<file path="config.mk">
export PLATFORM = sky130hd
export DESIGN_NAME = tri_bitstream_fir
export DESIGN_NICKNAME = d
export VERILOG_FILES = /design/src/rtl/tri_bitstream_fir.sv
export SDC_FILE = /design/constraint.sdc
export NUM_CORES = 1
export LEC_CHECK = 0
export ABC_AREA = 1
export BUFFER_PORTS_ARGS = -buffer_cell sky130_fd_sc_hd__buf_2
export CAP_MARGIN = 20
export CORE_MARGIN = 2
export CORE_UTILIZATION = 63
export DETAILED_ROUTE_END_ITERATION = 8
export PLACE_DENSITY = 0.82
export SLEW_MARGIN = 10
export SYNTH_ARGS = -nofsm -noshare
export SYNTH_HDL_FRONTEND = slang
export SYNTH_SLANG_ARGS = --single-unit
</file>
<file path="constraint.sdc">
create_clock -name clk -period 8.25 [get_ports clk]
set_clock_uncertainty 0.1 [all_clocks]
set_input_delay 2.475 -clock clk [delete_from_list [all_inputs] [get_ports clk]]
set_output_delay 2.475 -clock clk [all_outputs]
set_load 0.02 [all_outputs]
</file>
<file path="src/rtl/tri_bitstream_fir.sv">
module tri_bitstream_fir #(
  parameter int TAPS = 15,
  parameter int OW   = 8
) (
  input  logic                 clk,
  input  logic                 rst,
  input  logic                 smp_en,
  input  logic                 bit_in,
  input  logic                 filt_mode,
  output logic signed [OW-1:0] y_out,
  output logic                 y_vld,
  output logic                 bit_out
);

  localparam int MID  = (TAPS - 1) / 2;
  localparam int PEAK = (MID + 1) * (MID + 1);
  localparam int HL   = TAPS - 1;

  localparam logic signed [OW-1:0] POS = {{(OW-1){1'b0}}, 1'b1};
  localparam logic signed [OW-1:0] NEG = '1;

  function automatic int tri_w(input int k);
    return (k <= MID) ? k + 1 : TAPS - k;
  endfunction

  function automatic logic [HL-1:0] rst_pat();
    logic [HL-1:0] p;
    for (int i = 0; i < HL; i++) p[i] = (i % 2 == 0);
    return p;
  endfunction

  function automatic logic signed [OW-1:0] csd_mul(input logic signed [OW-1:0] v, input int c);
    logic signed [OW-1:0] acc;
    int r;
    acc = '0;
    r = c;
    for (int i = 0; i < OW; i++) begin
      if (r % 2 != 0) begin
        if (r % 4 == 3) begin
          acc = acc - (v <<< i);
          r = r + 1;
        end else begin
          acc = acc + (v <<< i);
          r = r - 1;
        end
      end
      r = r / 2;
    end
    return acc;
  endfunction

  logic [HL-1:0]        hist;
  logic [TAPS-1:0]      win;
  logic signed [OW-1:0] term [TAPS];
  logic signed [OW-1:0] acc_sum;

  assign win = {hist, bit_in};

  for (genvar g = 0; g < TAPS; g++) begin : g_tap
    assign term[g] = csd_mul(win[g] ? POS : NEG, tri_w(g));
  end

  always_comb begin
    acc_sum = '0;
    for (int i = 0; i < TAPS; i++) acc_sum = acc_sum + term[i];
  end

  always_ff @(posedge clk) begin
    if (rst) begin
      hist    <= rst_pat();
      y_out   <= '0;
      y_vld   <= 1'b0;
      bit_out <= 1'b0;
    end else begin
      y_vld <= smp_en;
      if (smp_en) begin
        hist    <= win[HL-1:0];
        y_out   <= filt_mode ? acc_sum : '0;
        bit_out <= filt_mode ? 1'b0 : bit_in;
      end
    end
  end

  AST_RESET: assert property (@(posedge clk) rst |=> (y_out == 0 && !y_vld && !bit_out));
  AST_VLD_ON: assert property (@(posedge clk) disable iff (rst) smp_en |=> y_vld);
  AST_VLD_OFF: assert property (@(posedge clk) disable iff (rst) !smp_en |=> !y_vld);
  AST_HOLD: assert property (@(posedge clk) disable iff (rst) !smp_en |=> ($stable(y_out) && $stable(bit_out)));
  AST_BYPASS: assert property (@(posedge clk) disable iff (rst) (smp_en && !filt_mode) |=> (y_out == 0 && bit_out == $past(bit_in)));
  AST_FILT_BIT: assert property (@(posedge clk) disable iff (rst) (smp_en && filt_mode) |=> !bit_out);
  AST_EVEN: assert property (@(posedge clk) disable iff (rst) (smp_en && filt_mode) |=> !y_out[0]);
  AST_NO_OVERFLOW: assert property (@(posedge clk) disable iff (rst) (y_out <= PEAK && y_out >= -PEAK));

endmodule

</file>
==> flow_summary.toml <==
[outcome]
status = "complete, no violations"

[clock_network]
clock_path_buffers = 2
cts_tree = "built"
cts.sinks = 23
h-tree-depth = 1
clock_latency_ps = 260
cts_resized = 0
post_cts_buffers = 0
clk_pin_slew_worst_paths_ps = 80
root_buffer = "clkbuf_8"
ctsHoldBuffers = 0
cts_made_buffers = 3

[synthesis]
synth_largest_area_cell = "fa_1"
synth_top_cells_by_area = "fa_1, dfxtp_1, inv_1"
ys_types = 25
netlist_area_mm2 = 0.00293
postSynth.asyncResetShare_pct = 0
yosysWarnings = 0
netlist.area_leader.share_pct = 39.7
synth.most_common_cell = "inv_1"
synth_edf_count = 0
synth_flop_cell = "dfxtp_1"
netlist_instances = 340
ys_seq_area_share_pct = 15.7
syn_nets = 424
ys_seq_elements = 23
synthTopCellsByCount = "inv_1, nand2_1, fa_1, dfxtp_1, ha_1"
syn_avg_cell_area_um2 = 8.61

[worst_setup_path]
cp.required_ps = 8360
arrival_ps = 7730
end_kind = "flip-flop"
crit_type = "input pin to flip-flop"
crit_fanout = 4
start_kind = "input pin"

[sta]
max_freq_ghz = 0.131
hold_viol_final = 0
setup_viol = 0
slew_violations = 0
fin_crit_sh_pct = 92.4
setup_tns_ps = 0
rsz0062_at_grt = "false"
timing.final.crit_period_ps = 7620

[drt]
met3_length_um = 283
route.detailed.drc = 0
met1Wirelength_um = 2330
drt_iter0_markers = 114
avgRoutedWirePerCell_um = 13.7
ant_nets = 0
vias_per_cell = 5.11
wl_um = 5530
dr.pass1.iters = 4
vias = 2058
routed.top_layer = "met4"
wl_met2_um = 2810

[place]
io_buffers = 13
dp_hpwl_um = 4770
finalWeightedCongestion = 0.887

[global_route]
grt_pass1_wl_um = 9840
grt_pass1_vias = 2210
overflow = 0
grt_start_max_net_pins = 31
grtUsageTotal_pct = 25.1
antenna_found_initial = 0

[floorplanning]
fp.dieW_um = 72.2
die_area_mm2 = 0.00521
initial_core_util_pct = 66.3
die_h_um = 72.2
io_pins = 15
core_area_mm2 = 0.00441
fp-row-count = 24

[layout]
drive_gt1_share_pct = 7.98
finalNetCount = 436
syn_to_final_growth_pct = 5.09
diodes = 0

[flow_run]
drv_cap = 0

[hold_path]
min_path_type = "flip-flop to flip-flop"
[cell type report]
| class | instances | area, µm² |
|---|---|---|
| clock buffer | 3 | 41.3 |
| sequential | 23 | 460 |
| fill | 343 | 1340 |
| inverter | 100 | 375 |
| tap | 52 | 65.1 |
| multi-input combinational | 211 | 2060 |
| timing repair buffer | 13 | 65.1 |
| clock inverter | 1 | 5.00 |
[critical path: stages]
cell and delay, ps:
buf_2 120, inv_1 140, fa_1 680, fa_1 470
fa_1 430, inv_1 90, fa_1 410, fa_1 480
fa_1 540, inv_1 60, fa_1 530, inv_1 50
fa_1 430, nand3b_1 160, nand2_1 90, inv_1 40
nand2_1 70, nand2_1 50, nand2_1 70, nand2_2 60
nand2_1 70, nand3_2 70, a21oi_2 110
[state kept, by name, summed over array words and instances (netlist names)]
signal	cells
bit_out	1
hist	14
y_out	7
y_vld	1
[cells in the final DEF (no fill, tap or decap), drive strengths merged, types with 3 or more instances in the layout]
| cell type | count |
|---|---|
| buf | 13 |
| o21ai | 15 |
| fa | 58 |
| xor2 | 4 |
| nand2 | 65 |
| a21oi | 19 |
| xnor2 | 3 |
| nand3 | 4 |
| inv | 99 |
| ha | 21 |
| dfxtp | 23 |
| nor2 | 12 |
| nand3b | 4 |
| clkbuf | 3 |
[routing by layer]
layer	vias up	track usage [%]
met1	983	33.4
met2	58	45.5
li1	1007	-
met5	-	0
met4	0	6.71
met3	10	0.833
[metrics by stage]
step,hold WS (ps),area (µm²),setup slack [ps],utilization (%),instances
after CTS,365,3080,586,69.7,403
after floorplan,360,2930,693,-,340
final,368,3080,625,69.7,403
after detailed placement,352,3030,318,68.7,399
after global routing,399,3080,338,69.7,403
after global placement,351,3030,432,68.7,399
[cell families after synthesis]
| family | after synthesis | share of synthesized area (%) |
|---|---|---|
| and+or+nand+nor | 85 | 12.4 |
| AOI/OAI and AO/OA | 39 | 7.31 |
| buffers and inverters | 106 | 13.8 |
| other | 1 | 0.128 |
| adders and majority gates | 79 | 48.6 |
| xor gates and xnor gates | 7 | 2.09 |
| DFF | 23 | 15.7 |
[final timing paths]
check / cells after the start / start / endpoint / slack, ps
min reg2reg: 2 / y_out[5] / y_out[5] / 370
min: 2 / y_out[5] / y_out[5] / 370
max: 23 / bit_in / y_out[7] / 630
max reg2reg: 23 / hist[5] / y_out[7] / 2300
Power is not shown: default switching activity piles up to over one toggle a cycle in this logic, so the estimate is an artifact.
